--- src/rtl/cfgx_pkg.sv ---
package cfgx_pkg;

   // Controller state: idle, or waiting for configuration read data.
   typedef enum logic [0:0] {
      ST_IDLE = 1'b0,
      ST_WAIT = 1'b1
   } cfgx_state_e;

   // Number of bits needed for a byte count up to nlane inclusive.
   function automatic int size_width(input int nlane);
      return $clog2(nlane) + 1;
   endfunction

endpackage

--- src/rtl/cfgx_win_decode.sv ---
module cfgx_win_decode #(
   parameter int              AW       = 32,
   parameter int              WIN_BITS = 22,
   parameter logic [AW-1:0]   WIN_BASE = 32'h8080_0000
) (
   input  logic [AW-WIN_BITS-1:0] addr_hi,
   output logic                   hit
);

   localparam int HI_W = AW - WIN_BITS;
   localparam logic [HI_W-1:0] BASE_HI = WIN_BASE[AW-1:WIN_BITS];

   generate
      if (WIN_BITS >= AW) begin : g_bad_win
         $error("cfgx_win_decode: window must be smaller than the address space");
      end
      if (WIN_BASE[WIN_BITS-1:0] != '0) begin : g_bad_align
         $error("cfgx_win_decode: window base must be aligned to the window size");
      end
   endgenerate

   always_comb begin
      hit = (addr_hi == BASE_HI);
   end

endmodule

--- src/rtl/cfgx_sel_scan.sv ---
module cfgx_sel_scan #(
   parameter int SEL_BITS = 11,
   localparam int IDX_W   = $clog2(SEL_BITS + 1)
) (
   input  logic [SEL_BITS-1:0] sel,
   output logic [IDX_W-1:0]    idx
);

   // seen[k] is high when any select bit below position k is set.
   logic [SEL_BITS:0]   seen;
   logic [SEL_BITS-1:0] first;

   generate
      if (SEL_BITS < 1) begin : g_bad_sel
         $error("cfgx_sel_scan: at least one select bit is required");
      end
   endgenerate

   assign seen[0] = 1'b0;

   generate
      for (genvar k = 0; k < SEL_BITS; k++) begin : g_chain
         assign seen[k+1] = seen[k] | sel[k];
         assign first[k]  = sel[k] & ~seen[k];
      end
   endgenerate

   always_comb begin
      idx = '0;
      for (int k = 0; k < SEL_BITS; k++) begin
         if (first[k]) begin
            idx = idx | IDX_W'(k);
         end
      end
      if (!seen[SEL_BITS]) begin
         idx = IDX_W'(SEL_BITS);
      end
   end

endmodule

--- src/rtl/cfgx_lane_mask.sv ---
module cfgx_lane_mask #(
   parameter int DW     = 32,
   localparam int NLANE = DW / 8,
   localparam int SZW   = cfgx_pkg::size_width(DW / 8),
   localparam int NPOW  = $clog2(DW / 8) + 1
) (
   input  logic [SZW-1:0] size,
   output logic [DW-1:0]  mask,
   output logic           size_ok
);

   logic [NPOW-1:0] pow_hit;

   generate
      if ((DW % 8) != 0 || DW < 8) begin : g_bad_dw
         $error("cfgx_lane_mask: data width must be a whole number of bytes");
      end
      if ((NLANE & (NLANE - 1)) != 0) begin : g_bad_lanes
         $error("cfgx_lane_mask: lane count must be a power of two");
      end
   endgenerate

   // One byte lane is kept when its index lies below the byte count.
   generate
      for (genvar b = 0; b < NLANE; b++) begin : g_lane
         localparam logic [SZW-1:0] LANE = SZW'(b);
         assign mask[b*8 +: 8] = {8{LANE < size}};
      end
   endgenerate

   // Legal sizes are the powers of two up to the full width.
   generate
      for (genvar p = 0; p < NPOW; p++) begin : g_pow
         localparam logic [SZW-1:0] POW = SZW'(1 << p);
         assign pow_hit[p] = (size == POW);
      end
   endgenerate

   assign size_ok = |pow_hit;

endmodule

--- src/rtl/cfgx_ctrl.sv ---
module cfgx_ctrl
   import cfgx_pkg::*;
#(
   parameter int DW     = 32,
   parameter int CFG_AW = 15,
   localparam int SZW   = cfgx_pkg::size_width(DW / 8)
) (
   input  logic              clk,
   input  logic              rst,
   input  logic              take,
   input  logic              in_wr,
   input  logic [CFG_AW-1:0] in_addr,
   input  logic [SZW-1:0]    in_size,
   input  logic [DW-1:0]     in_wdata,
   input  logic [DW-1:0]     in_mask,
   output logic              ready,
   output logic              resp_valid,
   output logic [DW-1:0]     resp_rdata,
   output logic              cfg_req_valid,
   output logic              cfg_wr,
   output logic [CFG_AW-1:0] cfg_addr,
   output logic [SZW-1:0]    cfg_size,
   output logic [DW-1:0]     cfg_wdata,
   input  logic              cfg_rvalid,
   input  logic [DW-1:0]     cfg_rdata
);

   cfgx_state_e   state_q;
   logic [DW-1:0] rmask_q;
   logic          accept;

   assign ready  = (state_q == ST_IDLE);
   assign accept = ready & take;

   always_ff @(posedge clk) begin
      if (rst) begin
         state_q       <= ST_IDLE;
         rmask_q       <= '0;
         cfg_req_valid <= 1'b0;
         cfg_wr        <= 1'b0;
         cfg_addr      <= '0;
         cfg_size      <= '0;
         cfg_wdata     <= '0;
         resp_valid    <= 1'b0;
         resp_rdata    <= '0;
      end else begin
         cfg_req_valid <= accept;
         resp_valid    <= 1'b0;
         if (accept) begin
            cfg_wr    <= in_wr;
            cfg_addr  <= in_addr;
            cfg_size  <= in_size;
            cfg_wdata <= in_wdata & in_mask;
            if (in_wr) begin
               resp_valid <= 1'b1;
               resp_rdata <= '0;
            end else begin
               state_q <= ST_WAIT;
               rmask_q <= in_mask;
            end
         end else if (state_q == ST_WAIT && cfg_rvalid) begin
            resp_valid <= 1'b1;
            resp_rdata <= cfg_rdata & rmask_q;
            state_q    <= ST_IDLE;
         end
      end
   end

endmodule

--- src/rtl/cfgx_xlate.sv ---
module cfgx_xlate #(
   parameter int            AW       = 32,
   parameter int            DW       = 32,
   parameter int            WIN_BITS = 22,
   parameter logic [AW-1:0] WIN_BASE = 32'h8080_0000,
   parameter int            OFS_BITS = 11,
   parameter int            SEL_BITS = 11,
   localparam int           IDX_W    = $clog2(SEL_BITS + 1),
   localparam int           CFG_AW   = OFS_BITS + IDX_W,
   localparam int           SZW      = cfgx_pkg::size_width(DW / 8)
) (
   input  logic              clk,
   input  logic              rst,
   input  logic              req_valid,
   output logic              req_ready,
   input  logic [AW-1:0]     req_addr,
   input  logic              req_wr,
   input  logic [SZW-1:0]    req_size,
   input  logic [DW-1:0]     req_wdata,
   output logic              resp_valid,
   output logic [DW-1:0]     resp_rdata,
   output logic              cfg_req_valid,
   output logic              cfg_wr,
   output logic [CFG_AW-1:0] cfg_addr,
   output logic [SZW-1:0]    cfg_size,
   output logic [DW-1:0]     cfg_wdata,
   input  logic              cfg_rvalid,
   input  logic [DW-1:0]     cfg_rdata
);

   generate
      if (OFS_BITS + SEL_BITS != WIN_BITS) begin : g_bad_split
         $error("cfgx_xlate: offset and select bits must fill the window");
      end
      if ((1 << IDX_W) <= SEL_BITS) begin : g_bad_idx
         $error("cfgx_xlate: index field too narrow for the no-select code");
      end
   endgenerate

   logic              win_hit;
   logic              size_ok;
   logic [DW-1:0]     lane_mask;
   logic [IDX_W-1:0]  dev_idx;
   logic [CFG_AW-1:0] xl_addr;
   logic              take;

   cfgx_win_decode #(
      .AW       (AW),
      .WIN_BITS (WIN_BITS),
      .WIN_BASE (WIN_BASE)
   ) u_win (
      .addr_hi (req_addr[AW-1:WIN_BITS]),
      .hit     (win_hit)
   );

   cfgx_sel_scan #(
      .SEL_BITS (SEL_BITS)
   ) u_scan (
      .sel (req_addr[OFS_BITS +: SEL_BITS]),
      .idx (dev_idx)
   );

   cfgx_lane_mask #(
      .DW (DW)
   ) u_mask (
      .size    (req_size),
      .mask    (lane_mask),
      .size_ok (size_ok)
   );

   assign xl_addr = {dev_idx, req_addr[OFS_BITS-1:0]};
   assign take    = req_valid & win_hit & size_ok;

   cfgx_ctrl #(
      .DW     (DW),
      .CFG_AW (CFG_AW)
   ) u_ctrl (
      .clk           (clk),
      .rst           (rst),
      .take          (take),
      .in_wr         (req_wr),
      .in_addr       (xl_addr),
      .in_size       (req_size),
      .in_wdata      (req_wdata),
      .in_mask       (lane_mask),
      .ready         (req_ready),
      .resp_valid    (resp_valid),
      .resp_rdata    (resp_rdata),
      .cfg_req_valid (cfg_req_valid),
      .cfg_wr        (cfg_wr),
      .cfg_addr      (cfg_addr),
      .cfg_size      (cfg_size),
      .cfg_wdata     (cfg_wdata),
      .cfg_rvalid    (cfg_rvalid),
      .cfg_rdata     (cfg_rdata)
   );

endmodule

--- config.mk ---
export PLATFORM = sky130hd
export DESIGN_NAME = cfgx_xlate
export DESIGN_NICKNAME = d
export VERILOG_FILES = /design/src/rtl/cfgx_pkg.sv /design/src/rtl/cfgx_win_decode.sv /design/src/rtl/cfgx_sel_scan.sv /design/src/rtl/cfgx_lane_mask.sv /design/src/rtl/cfgx_ctrl.sv /design/src/rtl/cfgx_xlate.sv
export SDC_FILE = /design/constraint.sdc
export NUM_CORES = 1
export LEC_CHECK = 0
export BUFFER_PORTS_ARGS = -buffer_cell sky130_fd_sc_hd__clkbuf_2
export CAP_MARGIN = 20
export CORE_MARGIN = 3
export CORE_UTILIZATION = 45
export CTS_BUF_LIST = sky130_fd_sc_hd__clkbuf_8
export DETAILED_ROUTE_END_ITERATION = 7
export PLACE_DENSITY_LB_ADDON = 0.15
export SLEW_MARGIN = 10
export SYNTH_ARGS = -nofsm -noshare
export SYNTH_HDL_FRONTEND = slang
export SYNTH_SLANG_ARGS = --single-unit
--- constraint.sdc ---
create_clock -name clk -period 2.5 [get_ports clk]
set_input_delay 0.125 -clock clk [delete_from_list [all_inputs] [get_ports clk]]
set_output_delay 0.125 -clock clk [all_outputs]
set_load 0.03 [all_outputs]
==> Yosys cells after proc, flatten, opt, wreduce, memory -nomap -nowiden <==
Index checks and enable logic that the tools add are counted.
Widths: inputs -> output; s select.
{ "classes": {"mux": 20, "bitwise_logic": 37, "n_lt_le_gt_ge": 4, "eq_ne": 6, "reduce_logical": 6} }
{ "ops": {"columns": ["op", "count"], "rows": [
  ["$mux 32", 3],
  ["$and 32x32->32", 2],
  ["$mux 4", 4],
  ["$and 1x1->1", 13],
  ["$mux 3", 4],
  ["$not 1->1", 12],
  ["$eq 10x10->1 const B", 1],
  ["$or 1x1->1", 10],
  ["$mux 1", 7],
  ["$lt 1x3->1 const A", 2],
  ["$lt 2x3->1 const A", 2],
  ["$reduce_and 2->1", 3],
  ["$mux 2", 2],
  ["$ne 2x2->1 const B", 2],
  ["$eq 3x1->1 const B", 1],
  ["$eq 3x2->1 const B", 1],
  ["$eq 3x3->1 const B", 1],
  ["$reduce_or 3->1", 1],
  ["$reduce_bool 2->1", 1],
  ["$logic_and 1x1->1", 1]
]} }
{ "word_totals": {"inputBits": 104, "regBits": 111, "out_inout_bits": 86, "elab_cells": 82} }

==> Longest topological paths before layout <==
Gate-level depths: netlist of run 1.
{ "logic_depth": {"word_depth": 13, "depth_mapped": 7, "ltp_nobuf": 4} }

==> Modules after synthesis <==
A second synthesis of run 1 with hierarchy kept.
{ "hier_totals": {"cells_unflattened": 503, "area_unflattened_um2": 4426.7} }
{ "modules_own_cells": {"columns": ["module", "n_inst", "cells_each", "area_per_inst_um2", "seq_area_each_um2"], "rows": [
  ["cfgx_ctrl", 1, 446, 4012.6, 2362.3],
  ["cfgx_lane_mask", 1, 35, 260.2, 0.0],
  ["cfgx_sel_scan", 1, 18, 115.1, 0.0],
  ["cfgx_win_decode", 1, 3, 32.5, 0.0],
  ["cfgx_xlate", 1, 1, 6.3, 0.0]
]} }

==> Worst setup path after synthesis of run 1 <==
No wires, ideal clock.
{ "synth_path": {"path_kind": "reg-to-reg", "from": "reg u_ctrl.state_q", "to": "reg u_ctrl.resp_rdata[10]", "stages_incl_launch_ff": 7, "setup_time_ns": 0.117, "t_arrival_ns": 1.608, "n_path_buf": 2, "slack_ns": 0.775, "required_time_ns": 2.383, "period_less_slack_ns": 1.725, "cell_sequence": "dfxtp_1 -> nor4bb_1 -> and3_1 -> clkbuf_1 -> a311oi_2 -> clkbuf_1 -> a22o_1"} }
{ "synth_via": {"elab_chain_len": 4, "word_cells_on_any_way": 7, "cone_classes": "1 x eq/ne; 1 x mux; 2 x bitwise; 3 x reduce/logical"} }
{ "synth_rtl": {"columns": ["element", "line_no", "source"], "rows": [
  ["from (decl)", "cfgx_ctrl.sv:28", "cfgx_state_e state_q;"],
  ["from (signal assigned)", "cfgx_ctrl.sv:37", "state_q <= ST_IDLE;"],
  ["from (signal assigned)", "cfgx_ctrl.sv:58", "state_q <= ST_WAIT;"],
  ["from (signal assigned)", "cfgx_ctrl.sv:64", "state_q <= ST_IDLE;"],
  ["$not 1->1", "cfgx_ctrl.sv:32", "assign ready = (state_q == ST_IDLE);"],
  ["$and 1x1->1", "cfgx_ctrl.sv:33", "assign accept = ready & take;"],
  ["$ne 2x2->1 (no source line) / $reduce_bool 2->1 (equally long branches)", null, null],
  ["$reduce_and 2->1 (no source line)", null, null],
  ["to (signal assigned)", "cfgx_ctrl.sv:63", "resp_rdata <= cfg_rdata & rmask_q;"],
  ["to (decl)", "cfgx_ctrl.sv:18", "output logic [DW-1:0] resp_rdata,"]
]} }
Parallel ways exist; a longest one is shown, timed or not.
A chain may end at the register's enable or synchronous reset.

==> Final worst setup path of run 1 <==
{ "layout_path": {"from": "reg u_ctrl.state_q", "to": "reg u_ctrl.rmask_q[15]"} }
{ "layout_via": {"elab_chain_len": 3} }
{ "layout_rtl": {"columns": ["element", "line_no", "source"], "rows": [
  ["$not 1->1", "cfgx_ctrl.sv:32", null],
  ["$and 1x1->1", "cfgx_ctrl.sv:33", null],
  ["$reduce_and 2->1 (no source line)", null, null],
  ["to (signal assigned)", "cfgx_ctrl.sv:59", "rmask_q <= in_mask;"],
  ["to (decl)", "cfgx_ctrl.sv:29", "logic [DW-1:0] rmask_q;"]
]} }
No other way between the ends.

==> flow_summary.json, run 1 <==
{
  "top_layer_used": "met4",
  "r2r_setup_slack_ps": 440,
  "antenna_found_initial": 0,
  "hold_viol_final": 0,
  "worstMarginPinSlew_ps": 1060,
  "fmax_mhz": 485,
  "wl_per_cell_um": 16.0,
  "crit_end": "u_ctrl.rmask_q[15]",
  "rows": 30,
  "worstHoldStart": "req_addr[1]",
  "finalWorstSetupSlack_ps": 439,
  "grt_max_degree": 54,
  "path_max_fanout": 20,
  "crit_path_start": "u_ctrl.state_q",
  "final_cell_mix": "clkbuf_2, dfxtp_1, a21oi_1",
  "post-cts-setup-buffer-count": 0,
  "first_iter_violations": 136,
  "design_area_sq_um": 4970,
  "min_path_type": "primary input to flip-flop",
  "min_period_ps": 2060,
  "reg2reg_to": "u_ctrl.rmask_q[15]",
  "post-route-util": 0.705,
  "grt-ovfl-total": 0,
  "yosys-top-cells-area": "dfxtp_1, a22o_1, a21oi_1",
  "clk_latency_ps": 350,
  "final_common_cell": "clkbuf_2",
  "ant_nets": 0,
  "hold_buffers": 34,
  "critPathLaunchType": "flip-flop",
  "yosys_warnings": 0,
  "die_h_um": 92.7,
  "nets": 678,
  "drc": 0,
  "final-seq-area_sq_um": 1800,
  "cts_made_buffers": 9,
  "synthToLayoutAreaGrowth_pct": 47.0,
  "core_area_sq_um": 7060,
  "fin_setup_tns_ps": 0,
  "io_buffers": 189,
  "clock-skew-final_ps": 7.49,
  "synth.distinct_cells": 35,
  "first_pass_iters": 4,
  "grt_pass1_vias": 3410,
  "ys_ff_latch": 90,
  "reg2reg_depth": 4,
  "pre_cts_slack_ps": 455,
  "timing.rr.start": "u_ctrl.state_q",
  "cts.sinks": 90,
  "htreeDepth": 3,
  "dpl_cell_area_sq_um": 4390,
  "ios": 190,
  "dieArea_sq_um": 8600,
  "netlist_instances": 363,
  "vias_per_cell": 5.37,
  "wl_met3_um": 857,
  "via_count": 3624,
  "yosysTopAreaCellShare": 0.532,
  "cts_buffer_depth": 2,
  "cts_tree": "done",
  "drive_gt1_frac": 0.380,
  "synth_top_area_cell": "dfxtp_1",
  "status": "finished, final reports clean",
  "multi_input_area_sq_um": 1440,
  "grt_util_all_layers": 0.235,
  "routed_wl_um": 10800,
  "rsz0062_at_grt": "false",
  "wl_met1_um": 4630,
  "diodes": 0,
  "initial_core_util": 0.480,
  "cts_resized": 0,
  "cap_violations": 0,
  "syn_area_sq_um": 3380,
  "grt_pass1_wl_um": 16300,
  "clockRootBuffer": "clkbuf_8",
  "p_per_area_nw_per_um2": 528,
  "synth_fp_nets": 467,
  "routabilityCongestion": 0.862,
  "path_clk_slew_ps": 90,
  "die_w_um": 92.7,
  "syn_avg_cell_area_sq_um": 9.32,
  "min_period_over_period": 0.824,
  "crit_required_ps": 2760,
  "finalMaxSlewViolations": 0,
  "setup_viol": 0,
  "relSlewSlack": 0.294,
  "path_class": "flip-flop to flip-flop",
  "leakagePower_nw": 2.17,
  "met2WireLength_um": 5210,
  "cp-end-kind": "flip-flop",
  "yosysSeqAreaShare": 0.532,
  "vdd_drop_max_mv": 0.258,
  "fillers": 562,
  "worstPathArrival_ps": 2320,
  "dpl.hpwl_um": 6910
}
==> registers in the layout, indices dropped and copies added (netlist names) <==
register and count:
u_ctrl.rmask_q 4, u_ctrl.cfg_wdata 32, u_ctrl.cfg_req_valid 1, u_ctrl.state_q 1, u_ctrl.cfg_wr 1, u_ctrl.cfg_size 3
u_ctrl.resp_rdata 32, u_ctrl.resp_valid 1, u_ctrl.cfg_addr 15
==> cells by family (layout without fill, tap and decap cells) <==
family | count (synthesis) | after routing | synth area share
xor gates and xnor gates | 1 | 1 | 0.00259
and+or+nand+nor | 79 | 79 | 0.137
buffers and inverters | 43 | 259 | 0.0525
muxes | 4 | 4 | 0.0133
DFF | 90 | 90 | 0.532
AOI/OAI and AO/OA | 146 | 146 | 0.262
==> layout make-up <==
| class | instances | area share |
|---|---|---|
| Sequential cell | 90 | 0.362 |
| Multi-Input combinational cell | 230 | 0.289 |
| Timing Repair Buffer | 237 | 0.282 |
| Clock buffer | 11 | 0.0304 |
| Tap cell | 96 | 0.0242 |
| Clock inverter | 5 | 0.00780 |
| Inverter | 6 | 0.00453 |
==> worst max-delay path: stages, from the launching register on <==
cell,delay (ps)
dfxtp_1,340
nor4bb_1,410
nand3_2,410
or3_1,560
a211oi_1,250
==> routing by layer <==
layer | track usage | vias up
met5 | 0 | -
met4 | 0.0623 | 0
met3 | 0.0755 | 14
met2 | 0.397 | 138
met1 | 0.288 | 1682
li1 | - | 1790
==> metrics by stage <==
| step | cells | total power (W) | hold slack (ps) |
|---|---|---|---|
| after detailed placement | 620 | 0.00167 | 340 |
| after global placement | 620 | 0.00167 | 338 |
| after CTS | 670 | 0.00263 | 0.559 |
| after global routing | 675 | 0.00273 | 0.864 |
| after floorplan | 363 | 0.00156 | 251 |
| final | 675 | 0.00263 | 4.43 |
==> synth_stat cells (all sizes together) <==
library cell / count
mux2: 1
nand3: 15
mux2i: 3
o21ai: 50
buf: 3
or2: 2
a211oi: 1
a2111oi: 1
nor4: 4
a21o: 2
nor2: 6
nand2b: 4
o2111ai: 1
or4b: 1
or3: 2
clkbuf: 34
nor2b: 1
nor3b: 2
nand2: 1
o31a: 1
nor4bb: 1
inv: 6
and3: 1
nor3: 5
dfxtp: 90
xnor2: 1
nand4: 33
nor4b: 1
a2bb2oi: 1
a311oi: 2
a21oi: 55
a22o: 32
==> report_power, final <==
| part | total [W] | switching [W] | internal, W |
|---|---|---|---|
| sequential | 0.00143 | 0.0000000551 | 0.00143 |
| clock | 0.000935 | 0.000518 | 0.000417 |
| combinational | 0.000258 | 0.000135 | 0.000122 |
| total | 0.00263 | 0.000654 | 0.00197 |
==> worst min path at each step <==
stage	slack, ps	cells past startpoint	to
finish	4	3	u_ctrl.cfg_addr[1]
global route	0.9	2	u_ctrl.resp_rdata[9]
CTS	0.6	3	u_ctrl.cfg_addr[0]
detailed placement	340	2	u_ctrl.resp_rdata[16]
global placement	340	2	u_ctrl.resp_rdata[2]
floorplan	250	1	u_ctrl.resp_rdata[0]
Power figures use the tool's default switching activity.
==> inputs of run 2 (changes only) <==
==> constraint.sdc (replaced) <==
create_clock -name clk -period 2.05 [get_ports clk]
set_input_delay 0.1025 -clock clk [delete_from_list [all_inputs] [get_ports clk]]
set_output_delay 0.1025 -clock clk [all_outputs]
set_load 0.03 [all_outputs]
==> flow_summary.json, run 2 (synthesis results as in run 1) <==
{
  "status": "finished, final reports clean",
  "worstPathArrival_ps": 2040,
  "cts_buffer_depth": 2,
  "finalMaxSlewViolations": 0,
  "vdd_drop_max_mv": 0.339,
  "first_iter_violations": 236,
  "drive_gt1_frac": 0.363,
  "nets": 714,
  "grt-ovfl-total": 0,
  "hold_end": "u_ctrl.cfg_wdata[24]",
  "critPathLaunchType": "flip-flop",
  "die_w_um": 92.7,
  "grt_pass1_vias": 3868,
  "path_max_fanout": 21,
  "grt_util_all_layers": 0.278,
  "cts_tree": "done",
  "via_count": 3903,
  "core_area_sq_um": 7060,
  "hold_viol_final": 0,
  "crit_required_ps": 2290,
  "io_buffers": 189,
  "grt_max_degree": 52,
  "timing.rr.start": "u_ctrl.state_q",
  "final_cell_mix": "clkbuf_2, dfxtp_1, dlygate4sd3_1",
  "ios": 190,
  "r2r_setup_slack_ps": 260,
  "holdPathStages": 3,
  "hold_slack_ps": 10.7,
  "p_per_area_nw_per_um2": 628,
  "vias_per_cell": 5.47,
  "fmax_mhz": 558,
  "dpl.hpwl_um": 6970,
  "clockRootBuffer": "clkbuf_8",
  "grt_pass1_wl_um": 19200,
  "leakagePower_nw": 2.34,
  "cts.sinks": 90,
  "min_period_ps": 1790,
  "worstHoldStart": "req_wdata[24]",
  "setup_viol": 0,
  "first_pass_iters": 5,
  "synthToLayoutAreaGrowth_pct": 58.7,
  "relSlewSlack": 0.380,
  "path_clk_slew_ps": 90,
  "die_h_um": 92.7,
  "cap_violations": 0,
  "cp-end-kind": "flip-flop",
  "wl_per_cell_um": 17.0,
  "ant_nets": 0,
  "rows": 30,
  "min_path_type": "primary input to flip-flop",
  "antenna_found_initial": 0,
  "path_class": "flip-flop to flip-flop",
  "dieArea_sq_um": 8600,
  "worstMarginPinSlew_ps": 928,
  "rsz0062_at_grt": "false",
  "cts_made_buffers": 9,
  "reg2reg_to": "u_ctrl.resp_rdata[15]",
  "clk_latency_ps": 360,
  "min_period_over_period": 0.875,
  "drc": 0,
  "largestRegisters": "u_ctrl.cfg_wdata: 32 flops, u_ctrl.resp_rdata: 32 flops, u_ctrl.cfg_addr: 15 flops",
  "routabilityCongestion": 0.796,
  "htreeDepth": 3,
  "clock-skew-final_ps": 6.96,
  "routed_wl_um": 12100,
  "reg2reg_depth": 5,
  "post-route-util": 0.761,
  "final_common_cell": "clkbuf_2",
  "initial_core_util": 0.480
}
==> run 2: changes by cell type in the layout (fill, tap and decap cells not counted), sizes merged <==
cell and delta:
dlygate4sd3 +33, diode +2, clkinvlp -2, clkbuf -1, inv +2, buf +3, bufinv +1
==> run 2: per-stage QoR <==
stage          area [sq um]  std cells  setup TNS, ps  setup WS [ps]  power (W)
2_1_floorplan          3380        363              0            325    0.00190
4_1_cts                5360        711              0            208    0.00337
3_3_place_gp           4420        622           -625          -27.1    0.00204
3_5_place_dp           4440        623              0            231    0.00205
6_report               5370        713              0            256    0.00337
5_1_grt                5370        711              0            131    0.00349
==> run 2: worst max path at each step <==
stage                   start               endpoint  slack, ps  cells after the start
2_1_floorplan  u_ctrl.state_q  u_ctrl.resp_rdata[10]        330                      6
3_3_place_gp      req_size[1]   u_ctrl.resp_rdata[7]        -30                      5
3_5_place_dp      req_size[1]  u_ctrl.resp_rdata[15]        230                      6
4_1_cts        u_ctrl.state_q  u_ctrl.resp_rdata[18]        210                      5
5_1_grt        u_ctrl.state_q  u_ctrl.resp_rdata[15]        130                      5
6_report       u_ctrl.state_q  u_ctrl.resp_rdata[15]        260                      5
==> run 2: critical path, stage by stage, from the launching register on <==
cell and delay [ps]:
dfxtp_1 350, nor4bb_2 350, and3_2 300, a311oi_4 210, buf_8 230, a22o_1 250
==> run 2: timing repair <==
action                     4_1_cts  5_1_grt
hold endpoints to repair        72        0
hold buffers                    72        0
gates resized for setup          0        1
setup endpoints to repair        0        2
buffers inserted                 0        0
==> run 2: report_power, final <==
part | total, W | switching [W] | internal, W
Sequential | 0.00175 | 0.0000000692 | 0.00175
Combinational | 0.000381 | 0.000185 | 0.000196
Clock | 0.00125 | 0.000648 | 0.000599
Total | 0.00337 | 0.000833 | 0.00254
==> run 2: cell type report <==
| type | count | area [sq um] |
|---|---|---|
| Timing Repair Buffer | 273 | 1780 |
| Clock inverter | 6 | 66.3 |
| Fill cell | 541 | 1690 |
| Antenna cell | 2 | 5.00 |
| Tap cell | 96 | 120 |
| Inverter | 6 | 22.5 |
| Sequential cell | 90 | 1800 |
| Multi-Input combinational cell | 230 | 1440 |
| Clock buffer | 10 | 138 |
==> run 2: routing by layer <==
metal  part of all wire  vias up  global-route usage
li1                   -     1862                   -
met1               0.38     1820               0.323
met2               0.50      190               0.480
met3              0.082       31              0.0715
met4              0.028        0               0.122
met5                  0        -                   0
